**config.mk**
```make
export PLATFORM = sky130hd
export DESIGN_NAME = sine_quarter_lut
export DESIGN_NICKNAME = d
export VERILOG_FILES = /design/src/rtl/sine_quad_pkg.sv /design/src/rtl/sine_quad_rom.sv /design/src/rtl/sine_quad_ctrl.sv /design/src/rtl/sine_quad_dp.sv /design/src/rtl/sine_quarter_lut.sv
export SDC_FILE = /design/constraint.sdc
export NUM_CORES = 1
export LEC_CHECK = 0
export ABC_CLOCK_PERIOD_IN_PS = 2800
export CORE_MARGIN = 2
export CORE_UTILIZATION = 63
export CTS_CLUSTER_SIZE = 20
export DETAILED_ROUTE_END_ITERATION = 10
export DONT_BUFFER_PORTS = 1
export GPL_TIMING_DRIVEN = 0
export PLACE_DENSITY = 0.87
export RECOVER_POWER = 25
export SLEW_MARGIN = 20
export SYNTH_ARGS = -nofsm -noshare
export SYNTH_HDL_FRONTEND = slang
export SYNTH_SLANG_ARGS = --single-unit
```
**constraint.sdc**
```tcl
create_clock -name clk -period 2.8 [get_ports clk]
set_input_delay 0.28 -clock clk [delete_from_list [all_inputs] [get_ports clk]]
set_output_delay 0.28 -clock clk [all_outputs]
set_load 0.02 [all_outputs]
```
**src/rtl/sine_quad_pkg.sv**
```systemverilog
package sine_quad_pkg;
  localparam int PHASE_W = 8;
  localparam int AMP_W   = 8;
  localparam int ADDR_W  = PHASE_W - 2;
  localparam int MAG_W   = AMP_W - 1;
  localparam int DEPTH   = 2 ** ADDR_W;

  // strobes from quadrant control to the datapath
  typedef struct packed {
    logic mirror;  // read the quarter in descending order
    logic negate;  // restore negative half period
  } quadCtl_t;
endpackage

```
**src/rtl/sine_quad_rom.sv**
```systemverilog
// Quarter-wave magnitude table, values computed at elaboration.
module sine_quad_rom
  import sine_quad_pkg::*;
(
  input  logic [ADDR_W-1:0] addr,
  output logic [MAG_W-1:0]  mag
);
  localparam real HALF_PI = 1.5707963267948966;
  localparam int  FULL    = (1 << MAG_W) - 1;

  function automatic logic [MAG_W-1:0] quarterSample(input int idx);
    real x, x2, s;
    x  = (real'(idx) + 0.5) * HALF_PI / real'(DEPTH);
    x2 = x * x;
    s  = x * (1.0 - x2 / 6.0 * (1.0 - x2 / 20.0 * (1.0 - x2 / 42.0
           * (1.0 - x2 / 72.0 * (1.0 - x2 / 110.0)))));
    return MAG_W'($rtoi(real'(FULL) * s + 0.5));
  endfunction

  logic [MAG_W-1:0] romWord [DEPTH];

  for (genvar i = 0; i < DEPTH; i++) begin : g_entry
    localparam logic [MAG_W-1:0] ENTRY = quarterSample(i);
    assign romWord[i] = ENTRY;
  end

  assign mag = romWord[addr];
endmodule

```
**src/rtl/sine_quad_ctrl.sv**
```systemverilog
// Quadrant decoder: mirror strobe for stage 1, negate strobe aligned to stage 2.
module sine_quad_ctrl
  import sine_quad_pkg::*;
(
  input  logic       clk,
  input  logic       rstN,
  input  logic [1:0] quadIn,
  output quadCtl_t   ctlS1,
  output quadCtl_t   ctlS2
);
  logic negQ;

  always_comb begin
    ctlS1.mirror = quadIn[0];
    ctlS1.negate = quadIn[1];
  end

  always_ff @(posedge clk) begin
    if (!rstN) negQ <= 1'b0;
    else       negQ <= quadIn[1];
  end

  always_comb begin
    ctlS2.mirror = 1'b0;
    ctlS2.negate = negQ;
  end
endmodule

```
**src/rtl/sine_quad_dp.sv**
```systemverilog
// Address fold, table read and sign restoration, two register stages.
module sine_quad_dp
  import sine_quad_pkg::*;
(
  input  logic              clk,
  input  logic              rstN,
  input  logic [ADDR_W-1:0] idxIn,
  input  quadCtl_t          ctlS1,
  input  quadCtl_t          ctlS2,
  output logic [AMP_W-1:0]  ampQ
);
  logic [ADDR_W-1:0] addrQ;
  logic [ADDR_W-1:0] addrNext;
  logic [MAG_W-1:0]  magRd;
  logic [AMP_W-1:0]  magExt;

  assign addrNext = ctlS1.mirror ? ~idxIn : idxIn;

  always_ff @(posedge clk) begin
    if (!rstN) addrQ <= '0;
    else       addrQ <= addrNext;
  end

  sine_quad_rom u_rom (
    .addr (addrQ),
    .mag  (magRd)
  );

  assign magExt = {1'b0, magRd};

  always_ff @(posedge clk) begin
    if (!rstN) ampQ <= '0;
    else       ampQ <= ctlS2.negate ? (~magExt + 1'b1) : magExt;
  end

  // most negative code never produced
  p_no_min_code_r6: assert property (@(posedge clk) disable iff (!rstN)
    ampQ != {1'b1, {(AMP_W-1){1'b0}}});
endmodule

```
**src/rtl/sine_quarter_lut.sv**
```systemverilog
module sine_quarter_lut
  import sine_quad_pkg::*;
(
  input  logic               clk,
  input  logic               rstN,
  input  logic [PHASE_W-1:0] phaseIn,
  output logic [AMP_W-1:0]   ampOut
);
  quadCtl_t ctlS1, ctlS2;

  sine_quad_ctrl u_ctrl (
    .clk    (clk),
    .rstN   (rstN),
    .quadIn (phaseIn[PHASE_W-1 -: 2]),
    .ctlS1  (ctlS1),
    .ctlS2  (ctlS2)
  );

  sine_quad_dp u_dp (
    .clk   (clk),
    .rstN  (rstN),
    .idxIn (phaseIn[ADDR_W-1:0]),
    .ctlS1 (ctlS1),
    .ctlS2 (ctlS2),
    .ampQ  (ampOut)
  );

  // edges since reset, saturating, used to qualify checks
  logic [1:0] warm;
  always_ff @(posedge clk) begin
    if (!rstN)             warm <= '0;
    else if (warm != 2'd3) warm <= warm + 2'd1;
  end

  // sign follows phase MSB two clocks back
  p_sign_follow_r3: assert property (@(posedge clk) disable iff (!rstN)
    (warm >= 2'd2) |-> (ampOut[AMP_W-1] == $past(phaseIn[PHASE_W-1], 2)));

  // never zero once filled
  p_nonzero_r6: assert property (@(posedge clk) disable iff (!rstN)
    (warm >= 2'd2) |-> (ampOut != '0));

  // a held phase gives a held sample
  p_hold_stable_r2: assert property (@(posedge clk) disable iff (!rstN)
    (warm == 2'd3 && $past(phaseIn, 2) == $past(phaseIn, 3)) |-> $stable(ampOut));
endmodule

```
== Word-level counts from Yosys, hierarchy flattened ==
Memory sizes are Yosys's and may differ from the RTL's.
Cells that the tools add are included.

* Register bits: 15
* ROM bits: 448
* Input bits: 10
* Output and inout bits: 8
* Word-level logic and storage cells: 15
* Memories kept: 1

* Add/sub/neg operators: 1
* $lt $le $gt $ge: 1
* Mux-type cells: 4
* Bitwise gates (word level): 3
* Reduce and logical (&&, ||, !) cells: 1

{| class="wikitable"
|+ Memory list
! name !! words !! bits a word !! rd ports !! clocked after memory_dff !! wr ports !! line !! text
|-
| (no name shown) || 64 || 7 || 1 || 0 || 0 || sine_quad_rom.sv:27 || <nowiki>assign mag = romWord[addr];</nowiki>
|}

{| class="wikitable"
|+ Operators by type and width
! kind !! number
|-
| 7-bit two-way mux || 3
|-
| 8-bit by 1-bit adder with 8-bit output (second input constant) || 1
|-
| 7-bit inverter with 8-bit output || 1
|-
| 7-bit >= comparator (second input constant) || 1
|-
| 6-bit inverter with 7-bit output || 1
|-
| 6-bit two-way mux || 1
|-
| 6-bit inverter || 1
|-
| 2-bit AND reduction || 1
|}

== Logic depth before layout (Yosys ltp) ==
* Depth in word-level cells: 7
* Depth in mapped cells: 12
* Depth with buffers taken out: 11

== By module ==
From an unflattened synthesis, not the netlist that was laid out.

* Cell total of the unflattened synthesis: 153
* Area, all modules: 1,268.7 um^2

{| class="wikitable"
|+ Modules (own cells, without submodules)
! module !! instances !! cells an instance !! area each (um^2) !! sequential area each (um^2)
|-
| sine_quad_dp || 1 || 65 || 625.6 || 280.3
|-
| sine_quad_rom || 1 || 81 || 583.1 || 0.0
|-
| sine_quad_ctrl || 1 || 7 || 60.1 || 20.0
|}

== Least setup slack after synthesis ==
Ideal clock, no wire load.

* Path kind: register -> register
* Start: reg u_dp.addrQ[1]
* End: reg u_dp.ampQ[4]
* Setup time: 0.121 ns
* Arrival time: 2.255 ns
* Data required time: 2.679 ns
* Slack: 0.424 ns
* Stages on the path, launching flop included: 9
* Buffers on the path: 0
* Period minus slack after synthesis: 2.376 ns
* Cell sequence: dfxtp_1 inv_1 ha_1 xor2_1 mux4_2 o22ai_2 a21o_4 o21ai_2 mux2_4

* Cells in the longest elaborated chain, start to end: 7

{| class="wikitable"
|+ RTL lines
! element !! line !! text
|-
| start: declaration || sine_quad_dp.sv:12 || <nowiki>logic [ADDR_W-1:0] addrQ;</nowiki>
|-
| start signal: assignment || sine_quad_dp.sv:21 || <nowiki>else addrQ <= addrNext;</nowiki>
|-
| 6-bit inverter with 7-bit output (not written as such) (*) || sine_quad_rom.sv:27 ||
|-
| memory read 64 x 7 bit (*) || - ||
|-
| 7-bit two-way mux (not written as such) (*) (2 in a row) || sine_quad_rom.sv:27 ||
|-
| 7-bit inverter with 8-bit output || sine_quad_dp.sv:33 || <nowiki>else ampQ <= ctlS2.negate ? (~magExt + 1'b1) : magExt;</nowiki>
|-
| 8-bit by 1-bit adder with 8-bit output || sine_quad_dp.sv:33 ||
|-
| 7-bit two-way mux (*) || sine_quad_dp.sv:33 ||
|-
| end signal: assignment || sine_quad_dp.sv:33 ||
|-
| end: declaration || sine_quad_dp.sv:10 || <nowiki>output logic [AMP_W-1:0] ampQ</nowiki>
|}

Every way passes the cells marked *; elsewhere a longest branch is shown, timed or not. The select of a mux whose other input is x is not followed.
A chain may end at the register's enable or synchronous reset.

== Worst setup path after layout ==
* Start: reg u_dp.addrQ[0]
* End: reg u_dp.ampQ[4]

The elaborated chain is that of the path after synthesis.

==> results.json <==
{
  "design.die.area_um2": 2530,
  "drive_above_1_share": 0.129,
  "hold_violations": 0,
  "drv_slew": 0,
  "crit_fanout": 9,
  "hold_path.class": "in -> reg",
  "start_kind": "flop",
  "critical_path.cell_chain": "inv_1, ha_1, xor2_1, mux4_2, o22ai_2, a21o_4, o21ai_2, mux2_4",
  "grt_pass1_wl_um": 5020,
  "skew_ns": 0.00811,
  "grt_pass1_vias": 1097,
  "cp_data_arrival_time_ns": 2.81,
  "ys.flop_type": "dfxtp_1",
  "gp_congestion": 0.949,
  "rows": 16,
  "seq_power_share": 0.418,
  "rsz0062_at_grt": "no",
  "yosys_register_bits": 15,
  "grt_overflow_total": 0,
  "synthCells": 166,
  "dieWidth_um": 50.3,
  "cts_made_buffers": 3,
  "critPathRequiredTime_ns": 2.98,
  "clk_latency_ns": 0.29,
  "pin_count": 18,
  "nets": 193,
  "whs_ns": 0.118,
  "synth.avg_cell_area_um2": 8.13,
  "drt-total-wl_um": 2980,
  "start_util": 0.681,
  "critPathBufInv": 1,
  "detail-route-antenna-nets": 0,
  "fin_crit_sh": 0.939,
  "portBuffers": 0,
  "hold_buffers": 0,
  "cpMaxStageDelayCell": "dfxtp_1",
  "setup_violations": 0,
  "internal-power_uw": 400,
  "clock_power_share": 0.191,
  "synth_cell_type_count": 49,
  "tritoncts": "yes",
  "die_y_um": 50.3,
  "fin_util": 0.713,
  "powerDensity_nw_per_um2": 460,
  "dr.pass1.iters": 4,
  "netlist_area_um2": 1350,
  "drc": 0,
  "fillers": 158,
  "cts.sink_count": 15,
  "clockBufferDepth": 2,
  "antenna_found_initial": 0,
  "synth_warnings": 0,
  "min_period_ns": 2.63,
  "antennaDiodeCount": 0,
  "ir_worst_vdd_mv": 0.449,
  "num_vias": 1204,
  "status": "finished clean",
  "clockRootBuffer": "clkbuf_4",
  "swShare": 0.385,
  "p_leak_uw": 0.000604,
  "syn_nets": 188,
  "worstMarginPinSlew_ns": 0.400,
  "maxSlewHeadroom": 0.727,
  "p_comb_frac": 0.391,
  "synth_seq_area_share": 0.222,
  "slowest_delay_ns": 0.52,
  "drtIter0Drc": 50,
  "cts_htree_levels": 1,
  "coreArea_um2": 1980,
  "place_hpwl_um": 2250,
  "final_cell_mix": "14 x nor2_1, 14 x dfxtp_1, 13 x inv_1",
  "synth_edf_count": 0,
  "area_growth_pct": 4.63,
  "synthArstFlopShare": 0,
  "drv_cap": 0,
  "post_drt_wl_per_cell_um": 15.1,
  "grt_use_total": 0.257,
  "clk_pin_slew_worst_paths_ns": 0.09,
  "cp-end-kind": "flop",
  "via_per_inst": 6.11,
  "fmax_ghz": 0.380,
  "path_delay_family": "multiplexers",
  "switching_power_uw": 250,
  "grt_max_degree": 12,
  "setup_tns_ns": 0,
  "worstSetupPathType": "reg -> reg"
}
per-layer routing:
layer,part of all wire,up-vias,track usage
li1,-,599,-
met1,0.44,561,0.325
met2,0.50,40,0.452
met3,0.056,4,0.0565
met4,0.0097,0,0.0450
met5,0,-,0
cell type report:
class / count / area, um^2 / area share
Buffer: 12 / 77.6 / 0.0549
Clock buffer: 3 / 22.5 / 0.0159
Clock inverter: 1 / 5.00 / 0.00354
Inverter: 14 / 52.6 / 0.0372
Multi-Input combinational cell: 125 / 920 / 0.651
Sequential cell: 15 / 302 / 0.213
Tap cell: 27 / 33.8 / 0.0239
registers in the layout, summed over array words and instances, names as in the netlist:
signal / count
u_ctrl.negQ: 1
u_dp.addrQ: 6
u_dp.ampQ: 8
what timing repair did:
item / in CTS / in global routing
setup buffers: 0 / 0
endpoints found under the hold margin: 0 / 0
endpoints found under the setup margin: 0 / 3
gates resized for setup: 0 / 1
worst register-to-register path, cell delays in order, from the launching register on:
cell	delay, ns
dfxtp_1	0.52
inv_1	0.15
ha_1	0.40
xor2_1	0.19
mux4_2	0.49
o22ai_2	0.26
a21o_4	0.16
o21ai_2	0.06
mux2_4	0.30
path summary, 6_finish.rpt:
kind | from | to | slack [ns] | cells past startpoint
max reg2reg | u_dp.addrQ[0] | u_dp.ampQ[4] | 0.17 | 8
max | u_dp.addrQ[0] | u_dp.ampQ[4] | 0.17 | 8
min reg2reg | u_ctrl.negQ | u_dp.ampQ[7] | 0.57 | 1
min | phaseIn[7] | u_ctrl.negQ | 0.12 | 1
cell families after synthesis:
group                      count (synthesis)  synth area share
xor gates and xnor gates                   9            0.0584
adders and majority gates                 12             0.111
and+or+nand+nor                           54             0.204
buffers and inverters                     26            0.0964
muxes                                      7            0.0649
AOI/OAI and AO/OA                         43             0.243
DFF                                       15             0.222
Yosys cell counts, types with 4 or more instances:
| library cell | instances | area [um^2] |
|---|---|---|
| nand2b_1 | 5 | 31.3 |
| and2_1 | 4 | 25.0 |
| dfxtp_1 | 15 | 300 |
| ha_1 | 12 | 150 |
| mux2i_1 | 5 | 50.1 |
| a21oi_1 | 6 | 30.0 |
| xnor2_1 | 7 | 61.3 |
| inv_1 | 13 | 48.8 |
| nand2_1 | 12 | 45.0 |
| nor2_1 | 14 | 52.6 |
| o21ai_0 | 9 | 45.0 |
| buf_2 | 5 | 25.0 |
| nand3_1 | 5 | 25.0 |
power by group through the flow:
stage	clock network (uW)	registers [uW]	logic [uW]
CTS	125	272	252
finish	124	272	255
floorplan	0	272	205
detailed placement	0	277	249
global placement	0	276	240
global route	135	274	282
per-stage QoR:
stage	power [uW]	cell area (um^2)	std cells	worst slack [ns]
6_report	650	1410	197	0.170
3_5_place_dp	527	1380	193	0.0883
3_3_place_gp	516	1380	193	0.139
2_1_floorplan	477	1350	166	0.424
5_1_grt	691	1410	197	0.0313
4_1_cts	649	1410	197	0.0627
Power figures use the tool's default switching activity.
